`src/rtl/cmp_slot_pkg.sv`:
```
package cmp_slot_pkg;

  typedef enum logic [1:0] {
    REF_LOOP    = 2'd0,
    REF_PWR_HI  = 2'd1,
    REF_PWR_LO  = 2'd2,
    REF_BIAS_HI = 2'd3
  } ref_sel_e;

  typedef enum logic {
    IN_MON_DIODE = 1'b0,
    IN_BIAS_MON  = 1'b1
  } in_sel_e;

  typedef enum logic [1:0] {
    KIND_LOOP = 2'd0,
    KIND_PWR  = 2'd1,
    KIND_BIAS = 2'd2
  } slot_kind_e;

  localparam int unsigned ALM_PWR_HI  = 0;
  localparam int unsigned ALM_PWR_LO  = 1;
  localparam int unsigned ALM_BIAS_HI = 2;
  localparam int unsigned NUM_ALM     = 3;

endpackage

```
`src/rtl/slot_seq.sv`:
```
module slot_seq
  import cmp_slot_pkg::*;
#(
  parameter int unsigned NUM_SLOTS = 8,
  parameter int unsigned PWR_SLOT  = 3,
  parameter int unsigned BIAS_SLOT = 7,
  localparam int unsigned SW = $clog2(NUM_SLOTS)
) (
  input  logic          clk_i,
  input  logic          rst_ni,
  input  logic          adv_i,
  output logic [SW-1:0] slot_o,
  output logic          odd_frame_o,
  output slot_kind_e    kind_o,
  output logic          in_sel_o,
  output logic [1:0]    ref_sel_o
);

  logic [SW-1:0] slot_q;
  logic          odd_q;
  logic          last_slot;

  assign last_slot = (slot_q == SW'(NUM_SLOTS - 1));

  always_ff @(posedge clk_i or negedge rst_ni) begin
    if (!rst_ni) begin
      slot_q <= '0;
      odd_q  <= 1'b0;
    end else if (adv_i) begin
      slot_q <= last_slot ? '0 : slot_q + SW'(1);
      if (last_slot) odd_q <= ~odd_q;
    end
  end

  always_comb begin
    kind_o    = KIND_LOOP;
    in_sel_o  = IN_MON_DIODE;
    ref_sel_o = REF_LOOP;
    if (slot_q == SW'(PWR_SLOT)) begin
      kind_o    = KIND_PWR;
      ref_sel_o = odd_q ? REF_PWR_LO : REF_PWR_HI;
    end else if (slot_q == SW'(BIAS_SLOT)) begin
      kind_o    = KIND_BIAS;
      in_sel_o  = IN_BIAS_MON;
      ref_sel_o = REF_BIAS_HI;
    end
  end

  assign slot_o      = slot_q;
  assign odd_frame_o = odd_q;

  // one step per strobe, wrap at the frame end
  a_r2_slot_step: assert property (@(posedge clk_i) disable iff (!rst_ni)
    adv_i |=> slot_q == (($past(slot_q) == SW'(NUM_SLOTS - 1)) ? '0 : $past(slot_q) + SW'(1)));

  a_r2_slot_hold: assert property (@(posedge clk_i) disable iff (!rst_ni)
    !adv_i |=> $stable(slot_q) && $stable(odd_q));

  a_r2_parity_on_wrap: assert property (@(posedge clk_i) disable iff (!rst_ni)
    adv_i && slot_q == SW'(NUM_SLOTS - 1) |=> odd_q != $past(odd_q));

  // input contract, selects must have settled for a full cycle at each strobe
  a_r3_strobe_gap: assert property (@(posedge clk_i) disable iff (!rst_ni)
    adv_i |=> !adv_i);

  a_r3_sel_settled: assert property (@(posedge clk_i) disable iff (!rst_ni)
    adv_i |-> $stable(ref_sel_o) && $stable(in_sel_o));

endmodule

```
`src/rtl/loop_port.sv`:
```
module loop_port (
  input  logic clk_i,
  input  logic rst_ni,
  input  logic take_i,
  input  logic smp_i,
  output logic vld_o,
  output logic hi_o
);

  always_ff @(posedge clk_i or negedge rst_ni) begin
    if (!rst_ni) begin
      vld_o <= 1'b0;
      hi_o  <= 1'b0;
    end else begin
      vld_o <= take_i;
      if (take_i) hi_o <= smp_i;
    end
  end

  // loop pulse is a single cycle since strobes never come back to back
  a_r4_single_pulse: assert property (@(posedge clk_i) disable iff (!rst_ni)
    vld_o |=> !vld_o);

endmodule

```
`src/rtl/alarm_bank.sv`:
```
module alarm_bank #(
  parameter int unsigned N = 3
) (
  input  logic         clk_i,
  input  logic         rst_ni,
  input  logic [N-1:0] trip_i,
  input  logic [N-1:0] en_i,
  input  logic [N-1:0] clr_i,
  output logic [N-1:0] alm_o
);

  logic [N-1:0] lat_q;

  for (genvar k = 0; k < N; k++) begin : g_flag
    always_ff @(posedge clk_i or negedge rst_ni) begin
      if (!rst_ni)                  lat_q[k] <= 1'b0;
      else if (trip_i[k] && en_i[k]) lat_q[k] <= 1'b1;  // trip beats clear
      else if (clr_i[k])            lat_q[k] <= 1'b0;
    end

    assign alm_o[k] = lat_q[k] & en_i[k];

    // a flag rises only from an enabled trip of its own
    a_r7_rise_from_trip: assert property (@(posedge clk_i) disable iff (!rst_ni)
      $rose(lat_q[k]) |-> $past(trip_i[k] && en_i[k]));

    // sticky until cleared
    a_r10_sticky: assert property (@(posedge clk_i) disable iff (!rst_ni)
      lat_q[k] && !clr_i[k] |=> lat_q[k]);

    // a masked flag cannot latch
    a_r9_masked_no_latch: assert property (@(posedge clk_i) disable iff (!rst_ni)
      !en_i[k] && !lat_q[k] |=> !lat_q[k]);
  end

endmodule

```
`src/rtl/cmp_slot_sched.sv`:
```
module cmp_slot_sched
  import cmp_slot_pkg::*;
#(
  parameter int unsigned NUM_SLOTS = 8,
  parameter int unsigned PWR_SLOT  = 3,
  parameter int unsigned BIAS_SLOT = 7,
  localparam int unsigned SW = $clog2(NUM_SLOTS)
) (
  input  logic          clk_i,
  input  logic          rst_ni,
  input  logic          smp_vld_i,
  input  logic          smp_i,
  input  logic          search_done_i,
  input  logic [2:0]    alm_mask_i,
  input  logic [2:0]    alm_clr_i,
  output logic [SW-1:0] slot_o,
  output logic          in_sel_o,
  output logic [1:0]    ref_sel_o,
  output logic          loop_vld_o,
  output logic          loop_hi_o,
  output logic [2:0]    alm_o
);

  slot_kind_e           kind;
  logic                 odd_frame;
  logic [NUM_ALM-1:0]   trip;
  logic [NUM_ALM-1:0]   alm_en;

  slot_seq #(
    .NUM_SLOTS (NUM_SLOTS),
    .PWR_SLOT  (PWR_SLOT),
    .BIAS_SLOT (BIAS_SLOT)
  ) i_seq (
    .clk_i       (clk_i),
    .rst_ni      (rst_ni),
    .adv_i       (smp_vld_i),
    .slot_o      (slot_o),
    .odd_frame_o (odd_frame),
    .kind_o      (kind),
    .in_sel_o    (in_sel_o),
    .ref_sel_o   (ref_sel_o)
  );

  loop_port i_loop (
    .clk_i  (clk_i),
    .rst_ni (rst_ni),
    .take_i (smp_vld_i && kind == KIND_LOOP),
    .smp_i  (smp_i),
    .vld_o  (loop_vld_o),
    .hi_o   (loop_hi_o)
  );

  // high thresholds trip on "above", the low threshold trips on "below"
  always_comb begin
    trip              = '0;
    trip[ALM_PWR_HI]  = smp_vld_i && kind == KIND_PWR  && !odd_frame &&  smp_i;
    trip[ALM_PWR_LO]  = smp_vld_i && kind == KIND_PWR  &&  odd_frame && !smp_i;
    trip[ALM_BIAS_HI] = smp_vld_i && kind == KIND_BIAS &&  smp_i;
  end

  assign alm_en = {NUM_ALM{search_done_i}} & ~alm_mask_i;

  alarm_bank #(.N(NUM_ALM)) i_alm (
    .clk_i  (clk_i),
    .rst_ni (rst_ni),
    .trip_i (trip),
    .en_i   (alm_en),
    .clr_i  (alm_clr_i),
    .alm_o  (alm_o)
  );

  // alarm slots never reach the loop
  a_r4_no_loop_in_alarm_slot: assert property (@(posedge clk_i) disable iff (!rst_ni)
    smp_vld_i && kind != KIND_LOOP |=> !loop_vld_o);

  a_r4_loop_value: assert property (@(posedge clk_i) disable iff (!rst_ni)
    smp_vld_i && kind == KIND_LOOP |=> loop_vld_o && loop_hi_o == $past(smp_i));

  // a strobe in a loop slot leaves the flags alone
  a_r7_loop_slot_no_alarm: assert property (@(posedge clk_i) disable iff (!rst_ni)
    smp_vld_i && kind == KIND_LOOP && alm_clr_i == '0 && alm_en == $past(alm_en)
      |=> alm_o == $past(alm_o) || $changed(alm_en));

endmodule

```
`config.mk`:
```
export PLATFORM = sky130hd
export DESIGN_NAME = cmp_slot_sched
export DESIGN_NICKNAME = d
export VERILOG_FILES = /design/src/rtl/cmp_slot_pkg.sv /design/src/rtl/slot_seq.sv /design/src/rtl/loop_port.sv /design/src/rtl/alarm_bank.sv /design/src/rtl/cmp_slot_sched.sv
export SDC_FILE = /design/constraint.sdc
export NUM_CORES = 1
export LEC_CHECK = 0
export BUFFER_PORTS_ARGS = -buffer_cell sky130_fd_sc_hd__buf_4
export CORE_AREA = 2 2 39 41
export CTS_CLUSTER_SIZE = 16
export DETAILED_ROUTE_END_ITERATION = 12
export DIE_AREA = 0 0 41 43
export GPL_ROUTABILITY_DRIVEN = 0
export HOLD_SLACK_MARGIN = 0.02
export PLACE_DENSITY_LB_ADDON = 0.08
export SLEW_MARGIN = 20
export SYNTH_ARGS = -nofsm -noshare
export SYNTH_HDL_FRONTEND = slang
export SYNTH_SLANG_ARGS = --single-unit
```
`constraint.sdc`:
```
create_clock -name clk_i -period 2 [get_ports clk_i]
set_clock_uncertainty 0.05 [all_clocks]
set_input_delay 0.3 -clock clk_i [delete_from_list [all_inputs] [get_ports clk_i]]
set_output_delay 0.3 -clock clk_i [all_outputs]
set_load 0.1 [all_outputs]
```
==> reports/qor.yml <==
status: "finished clean"
drtIter0Drc: 4
critical_path_class: "register to primary output"
power.internal_uw: 561
ys.flop_type: "dfrtp_1"
cp_slowest_stage_delay_ps: 500
r2r_end: "i_loop.hi_o"
drive_gt1_share_pct: 52.9
nets: 87
critPathSlowestCell: "dfrtp_4"
worstPathArrival_ps: 1580
syn-num-nets: 60
multi_input_area_um2: 282
cts_buffer_depth: 2
vias: 414
cp.depth: 6
dp_hpwl_um: 828
syn_avg_cell_area_um2: 11.3
drtPass1Iterations: 2
pwr-share-seq_pct: 24.1
portBuffers: 21
max_slew.worst_pin.slew_ps: 282
path_buf_inv: 3
yosysUniqueCellTypes: 20
cp_max_fo: 4
syn2layout_area_growth_pct: 59.4
reg2reg_from: "i_seq.slot_o[0]"
fmax_mhz: 517
synth_top_area_share_pct: 45.3
crit_path_start: "i_seq.slot_o[0]"
synthMuxAreaShare_pct: 7.05
cp-end-kind: "primary output"
ioPinCount: 22
std_cell_rows: 14
fp.dieH_um: 43
clock_latency_ps: 260
drc: 0
path_cells: "ha_4 -> ha_1 -> buf_4 -> inv_1 -> o21ai_2 -> buf_12"
synthCells: 44
synth_area_um2: 497
reg2regPathDepth: 5
cp_top_family: "flip-flops"
synthAdderAreaFrac_pct: 12.6
n_antenna_cell: 0
grt_pass1_vias: 399
htree_levels: 1
async_flop_share_pct: 100
vias_per_cell: 4.81
synthSimpleGateAreaFrac_pct: 17.1
synth_compound_area_share_pct: 7.81
finalSetupTns_ps: 0
area.sequential_um2: 234
synth_warnings: 0
switchingPower_uw: 696
netSwitchingFraction_pct: 55.4
setup_slack_ps: 65.9
clkPwrFrac_pct: 11.5
yosys.area.top_type: "dfrtp_1"
antenna_found_initial: 0
combPwrFrac_pct: 64.4
core_area_um2: 1380
power_uw: 1260
dp_slack_ps: 228
grt_usage_pct: 15.2
ff2ff_setup_slack_ps: 280
postCtsSetupBuffers: 0
cts_inserted_buffers: 3
cts_tree: "built"
fin_crit_sh_pct: 96.7
wl_mm: 1.06
startpoint_type: "register"
cp-endpoint: "ref_sel_o[0]"
initial_core_util_pct: 35.9
cap_violations: 0
rsz0062_at_grt: "no"
max-slew-margin-rel_pct: 81.4
setup_viol: 0
critical_path_required_ps: 1650
die_w_um: 41
grt_max_degree: 10
timing.final.crit_period_ps: 1930
grt_pass1_wl_mm: 1.68
dieArea_um2: 1760
synth_edf_count: 0
synth-xor-area-share_pct: 1.76
n_fill_cell: 132
cts_sinks: 9
p_leak_uw: 0.000376
cts-root-buf: "clkbuf_4"
synthTopCellsByArea: "dfrtp_1, ha_1, inv_1, mux2i_1, nor3b_4"
wire_per_inst_um: 12.3
seq_area_frac_synth_pct: 45.3
slew_viol_final: 0
worstHoldPathType: "input port to register"
synth_top_family_by_area: "simple AND/OR/NAND/NOR gates"
power_density_nw_per_um2: 1590
peakVddDrop_v: 0.000912
finalInstanceArea_um2: 792
grt_overflow: 0
clk_pin_slew_ps: 70
ant_nets: 0
synth-seq-cells: 9
hold_viol: 0
dpl-instance-area_um2: 721
==> layout by cell type, fill, tap and decap left out <==
master and n:
ha_1 3, nor3b_2 1, buf_4 20, nand3_1 1, inv_1 8, nand2_1 1
xnor2_1 1, clkbuf_1 1, mux2_4 1, nor3b_4 1, o21ai_2 1, dlygate4sd3_1 1
o32ai_1 2, mux2i_1 2, nand2_4 1, clkbuf_4 3, dfrtp_4 2, nand4b_1 1
nand2_2 1, o22ai_1 1, ha_4 2, or2b_1 1, dfrtp_1 6, nand2b_4 1
nor4bb_1 1, dfrtp_2 1, a32o_1 1, buf_12 2, nor3_1 2
==> synth_stat cells, drive strengths merged (2+ instances only) <==
cell   n
dfrtp  9
inv    8
ha     5
nand2  3
mux2i  2
nor3   2
nor3b  2
o32ai  2
==> area by class of cell <==
| type | count | share of cell area (%) |
|---|---|---|
| well taps | 16 | 2.53 |
| flip-flops and latches | 9 | 29.5 |
| inverters | 8 | 3.79 |
| clock buffers | 4 | 3.32 |
| multi-input cells | 26 | 35.5 |
| repair buffers | 23 | 25.3 |
==> cells by family after synthesis <==
group,after synthesis
compound gates,5
xor+xnor,1
fa+ha+maj,5
buf+inv,9
flops,9
mux,3
simple gates,12
==> worst min-delay path by stage <==
stage	startpoint	to	slack [ps]	cells after the start
detailed placement	rst_ni	i_seq.odd_frame_o	80	1
floorplan	rst_ni	i_alm.lat_q[0]	-50	0
global placement	rst_ni	i_loop.hi_o	90	1
CTS	alm_clr_i[1]	i_alm.lat_q[1]	150	2
global route	alm_clr_i[1]	i_alm.lat_q[1]	150	2
finish	alm_clr_i[1]	i_alm.lat_q[1]	160	2
==> power groups by stage <==
stage	Combinational [uW]	Sequential, uW	Clock [uW]
2_1_floorplan	337	574	0
3_5_place_dp	751	306	0
3_3_place_gp	748	308	0
5_1_grt	851	312	161
4_1_cts	804	303	151
6_report	809	303	144
==> stage by stage <==
step	utilization, %	cells	hold slack (ps)
floorplan	-	44	-45.6
global placement	52.1	81	85.4
detailed placement	52.1	81	80.5
CTS	56.7	86	147
global route	57.2	86	146
finish	57.2	86	157
==> state kept, by name (all words and copies together) (netlist names) <==
signal             cells
i_alm.lat_q            3
i_loop.hi_o            1
i_loop.vld_o           1
i_seq.odd_frame_o      1
i_seq.slot_o           3
==> per-layer routing <==
| layer | up-vias | global-route usage (%) | share of wire (%) |
|---|---|---|---|
| met5 | - | 0 | 0 |
| met4 | 0 | 10.0 | 1.2 |
| met3 | 2 | 8.38 | 7.6 |
| met2 | 14 | 20.9 | 48 |
| met1 | 194 | 17.3 | 43 |
| li1 | 204 | - | - |
==> what timing repair did <==
action / 4_1_cts / 5_1_grt
endpoints found under the setup margin: 2 / 1
hold endpoints to repair: 9 / 0
resized for setup: 6 / 2
hold buffers: 1 / 0
Note: power is estimated with default switching activity, not from simulation.
